## src/rtl/vx_mul2.sv

```systemverilog
module vx_mul2 (
  input  logic [1:0] a,
  input  logic [1:0] b,
  output logic [3:0] p
);
  logic v0, x10, x01, v1, k1, k2;

  assign v0  = a[0] & b[0];
  assign x10 = a[1] & b[0];
  assign x01 = a[0] & b[1];
  assign v1  = a[1] & b[1];

  assign k1  = x10 & x01;
  assign k2  = v1 & k1;

  assign p[0] = v0;
  assign p[1] = x10 ^ x01;
  assign p[2] = v1 ^ k1;
  assign p[3] = k2;
endmodule

```

## src/rtl/vx_mul4.sv

```systemverilog
module vx_mul4 #(
  parameter bit REG_OUT = 1'b1
) (
  input  logic       clk,
  input  logic       rst,
  input  logic [3:0] op_a,
  input  logic [3:0] op_b,
  output logic [7:0] prod
);
  localparam int HW = 2;
  localparam int OW = 2 * HW;
  localparam int PW = 2 * OW;

  logic [OW-1:0] ll, hl, lh, hh;
  logic [OW-1:0] x, u, y;
  logic [OW:0]   cx, cy;
  logic          p6, c6, p7, c7;
  logic [PW-1:0] comb;

  vx_mul2 u_ll (.a(op_a[HW-1:0]),  .b(op_b[HW-1:0]),  .p(ll));
  vx_mul2 u_hl (.a(op_a[OW-1:HW]), .b(op_b[HW-1:0]),  .p(hl));
  vx_mul2 u_lh (.a(op_a[HW-1:0]),  .b(op_b[OW-1:HW]), .p(lh));
  vx_mul2 u_hh (.a(op_a[OW-1:HW]), .b(op_b[OW-1:HW]), .p(hh));

  assign u     = {hh[HW-1:0], ll[OW-1:HW]};
  assign cx[0] = 1'b0;
  assign cy[0] = 1'b0;

  for (genvar i = 0; i < OW; i++) begin : g_rca
    assign x[i]    = hl[i] ^ lh[i] ^ cx[i];
    assign cx[i+1] = (hl[i] & lh[i]) | ((hl[i] ^ lh[i]) & cx[i]);
    assign y[i]    = x[i] ^ u[i] ^ cy[i];
    assign cy[i+1] = (x[i] & u[i]) | ((x[i] ^ u[i]) & cy[i]);
  end

  assign p6 = hh[HW] ^ cx[OW] ^ cy[OW];
  assign c6 = (hh[HW] & cx[OW]) | ((hh[HW] ^ cx[OW]) & cy[OW]);
  assign p7 = hh[HW+1] ^ c6;
  assign c7 = hh[HW+1] & c6;

  assign comb = {p7, p6, y, ll[HW-1:0]};

  if (REG_OUT) begin : g_reg
    always_ff @(posedge clk) begin
      if (rst) prod <= '0;
      else     prod <= comb;
    end

    assert_latency_R6: assert property (@(posedge clk) disable iff (rst)
      1'b1 |=> prod == PW'({4'b0, $past(op_a)} * {4'b0, $past(op_b)}));
    assert_reset_clear_R7: assert property (@(posedge clk)
      rst |=> prod == '0);
  end else begin : g_comb
    assign prod = comb;

    assert_comb_exact_R8: assert property (@(posedge clk) disable iff (rst)
      prod == PW'({4'b0, op_a} * {4'b0, op_b}));
  end

  assert_exact_R1: assert property (@(posedge clk) disable iff (rst)
    comb == PW'({4'b0, op_a} * {4'b0, op_b}));
  assert_partials_R3: assert property (@(posedge clk) disable iff (rst)
    hl == OW'({2'b0, op_a[3:2]} * {2'b0, op_b[1:0]}) &&
    lh == OW'({2'b0, op_a[1:0]} * {2'b0, op_b[3:2]}) &&
    hh == OW'({2'b0, op_a[3:2]} * {2'b0, op_b[3:2]}));
  assert_low_bits_R4: assert property (@(posedge clk) disable iff (rst)
    comb[0] == (op_a[0] & op_b[0]) && comb[1] == ((op_a[1] & op_b[0]) ^ (op_a[0] & op_b[1])));
  assert_mul2_R2: assert property (@(posedge clk) disable iff (rst)
    ll == OW'({2'b0, op_a[1:0]} * {2'b0, op_b[1:0]}));
  assert_no_overflow_R5: assert property (@(posedge clk) disable iff (rst)
    c7 == 1'b0);
endmodule

```

## config.mk

```make
export PLATFORM = sky130hd
export DESIGN_NAME = vx_mul4
export DESIGN_NICKNAME = d
export VERILOG_FILES = /design/src/rtl/vx_mul2.sv /design/src/rtl/vx_mul4.sv
export SDC_FILE = /design/constraint.sdc
export NUM_CORES = 1
export LEC_CHECK = 0
export ABC_AREA = 1
export BUFFER_PORTS_ARGS = -buffer_cell sky130_fd_sc_hd__buf_2
export CAP_MARGIN = 20
export CORE_AREA = 2 2 39 41
export CTS_BUF_LIST = sky130_fd_sc_hd__clkbuf_16
export DETAILED_ROUTE_END_ITERATION = 6
export DIE_AREA = 0 0 41 43
export GPL_ROUTABILITY_DRIVEN = 0
export PLACE_DENSITY = 0.73
export SYNTH_ARGS = -nofsm -noshare
export SYNTH_HDL_FRONTEND = slang
export SYNTH_SLANG_ARGS = --single-unit
```

## constraint.sdc

```tcl
create_clock -name clk -period 9.3 [get_ports clk]
set_input_delay 0.465 -clock clk [delete_from_list [all_inputs] [get_ports clk]]
set_output_delay 0.465 -clock clk [all_outputs]
set_load 0.03 [all_outputs]
```

==> reports/qor.txt <==
status = completed
cell count after synthesis = 85
share of layout cells above drive strength 1 = 0.2212
hold_buf cts = 0
# Max-Cap Violations = 0
total gr overflow = 0
Fin. Hold Viols = 0
max reg flops = 8
sequential area share after synthesis = 0.2415
Critical Path RT = 9.42 ns
commonest non-fill, non-tap cells in the layout = inv_1 (31), nand2_1 (17), buf_2 (17), ha_1 (10)
Yosys reg bits = 8
core box area = 1384 um^2
worst hold slack = 0.5051 ns
Die Span X = 41 um
initial antenna violation count = 0
hold endpoint = prod[0]
I/O pin cnt = 18
WS Path Type = in2reg
Placed Instances = 117
pwr/cell area = 175.7 nW/um^2
critical path capture point type = flop
Routed wire per std cell = 9.033 um
final setup vio count = 0
IO Port Bufs = 17
pin count of the biggest net entering global routing = 9
depth of the CTS H-tree = 1
first-pass iteration count of the detailed router = 3
Mean Syn Cell Area = 7.802 um^2
Syn Nets = 112
Avg Vias per Cell = 4.383
Chip Height = 43 um
area of the multi-input gates = 371.6 um^2
starting density of the core = 0.4792
final setup margin = 6.000 ns
Synth cell types = 10
Max FO, Critical Path = 4
leak pwr = 0.5638 nW
FILL cells = 132
vias after detailed routing = 526
maximum clock path buffer count = 2
DP Worst Slack = 5.752 ns
vias in the first global route = 484
Sum Neg Setup Slack = 0 ns
worst IR drop on VDD = 0.05611 mV
RSZ-0062 raised after global routing = false
number of max-slew violations in the final report = 0
CTS Sinks = 8
fin crit share = 0.3548
CP top delay family = adder cells
Final min period = 3.300 ns
hold_sp = op_a[0]
CTS root buf = clkbuf_16
Largest Register = prod
fin util = 0.6013
TritonCTS buffer count = 3
Area growth syn-to-layout = 25.47%
clk slew on worst S/H paths = 0.04 ns
Worst Tran Pin Value = 0.1538 ns
Sequential Area = 160.2 um^2
post-synthesis instance area = 663.1 um^2
GRT Total Usage = 0.1524
Hold Crit Depth = 3
crit path cell chain = buf_2 > nand2_1 > inv_1 > ha_1 > inv_1 > fa_1 > fa_1 > fa_1 > inv_1 > fa_1 > fa_1 > nor2_1 > nor2_2
post-route ant nets = 0
final WL = 1084 um
Row Count = 14
Most common cell on crit path = fa_1
Remaining DRCs = 0
Worst path max stage delay = 0.49 ns
Max-Slew Margin vs Limit = 0.8975
Iteration-0 DRC Markers = 8
commonest non-fill, non-tap cell in the layout = inv_1
TritonCTS clock tree = built
startpoint types = input port
post-route insts no fill = 120
first-pass GRT wire length = 1849 um
die area = 1763 um^2
Hold Crit Class = in2reg
CP bufs+invs = 4
Post-layout nets = 133
Yosys Warn Count = 0
biggest registers after layout = prod: 8 flops
CTS resizes = 0
antenna fix cells = 0
CP max stage cell = fa_1
WP data arrival = 3.42 ns
Post-CTS Setup Bufs = 0
fmax = 303.1 MHz
hpwl dp = 998.4 um
[cell families after synthesis]
group	count (synthesis)	synth area share
DFF	8	0.2415
adders and majority gates	17	0.4000
and+or+nand+nor	27	0.1604
buffers and inverters	33	0.1981
[Yosys cell counts]
| cell type | count | share of area |
|---|---|---|
| inv_1 | 31 | 0.18 |
| nor2_2 | 1 | 0.0094 |
| nand2_1 | 17 | 0.096 |
| nand2_2 | 1 | 0.0094 |
| ha_1 | 10 | 0.19 |
| inv_2 | 1 | 0.0057 |
| fa_1 | 7 | 0.21 |
| buf_6 | 1 | 0.017 |
| nor2_1 | 8 | 0.045 |
| dfxtp_1 | 8 | 0.24 |
[power by group]
group	switching [mW]	internal [mW]	total (mW)
clock network	0.0148	0.0552	0.0701
logic	0.0236	0.0129	0.0365
registers	0.000913	0.0387	0.0396
total	0.0394	0.107	0.146
[worst max-delay path by stage]
stage / start / endpoint / slack, ns / cells after the start
after floorplan: op_b[0] / prod[7] / 6.03 / 12
after global placement: op_b[0] / prod[7] / 5.84 / 13
after detailed placement: op_b[0] / prod[7] / 5.75 / 13
after CTS: op_b[0] / prod[7] / 5.99 / 13
after global routing: op_b[2] / prod[7] / 5.89 / 13
final: op_b[0] / prod[7] / 6.00 / 13
[cell type report]
type,instances,area share
repair buffers,17,0.1023
clock buffers,3,0.09023
inverters,32,0.1444
multi-input cells,44,0.4466
flip-flops and latches,8,0.1925
well taps,16,0.02406
[worst min-delay path: cells and delay by family]
| kind | cells | cell delay, ns |
|---|---|---|
| buffers and inverters | 1 | 0.12 |
| AND/OR/NAND/NOR | 2 | 0.09 |
[metrics by stage]
stage / power (mW) / area (um^2)
after global placement: 0.07559 / 757.0
after CTS: 0.1473 / 832.0
final: 0.1462 / 832.0
after global routing: 0.1552 / 832.0
after floorplan: 0.06664 / 663.1
after detailed placement: 0.07737 / 757.0
[per-layer routing]
layer  up-vias  routed length (um)  GRT usage  part of all wire
li1        270                   -          -                 -
met4         0                   0    0.02000                 0
met3         0                  63    0.03141             0.058
met1       242                 460     0.1973              0.42
met2        14                 560     0.2563              0.52
met5         -                   0          0                 0
Note: power is estimated with default switching activity, not from simulation.
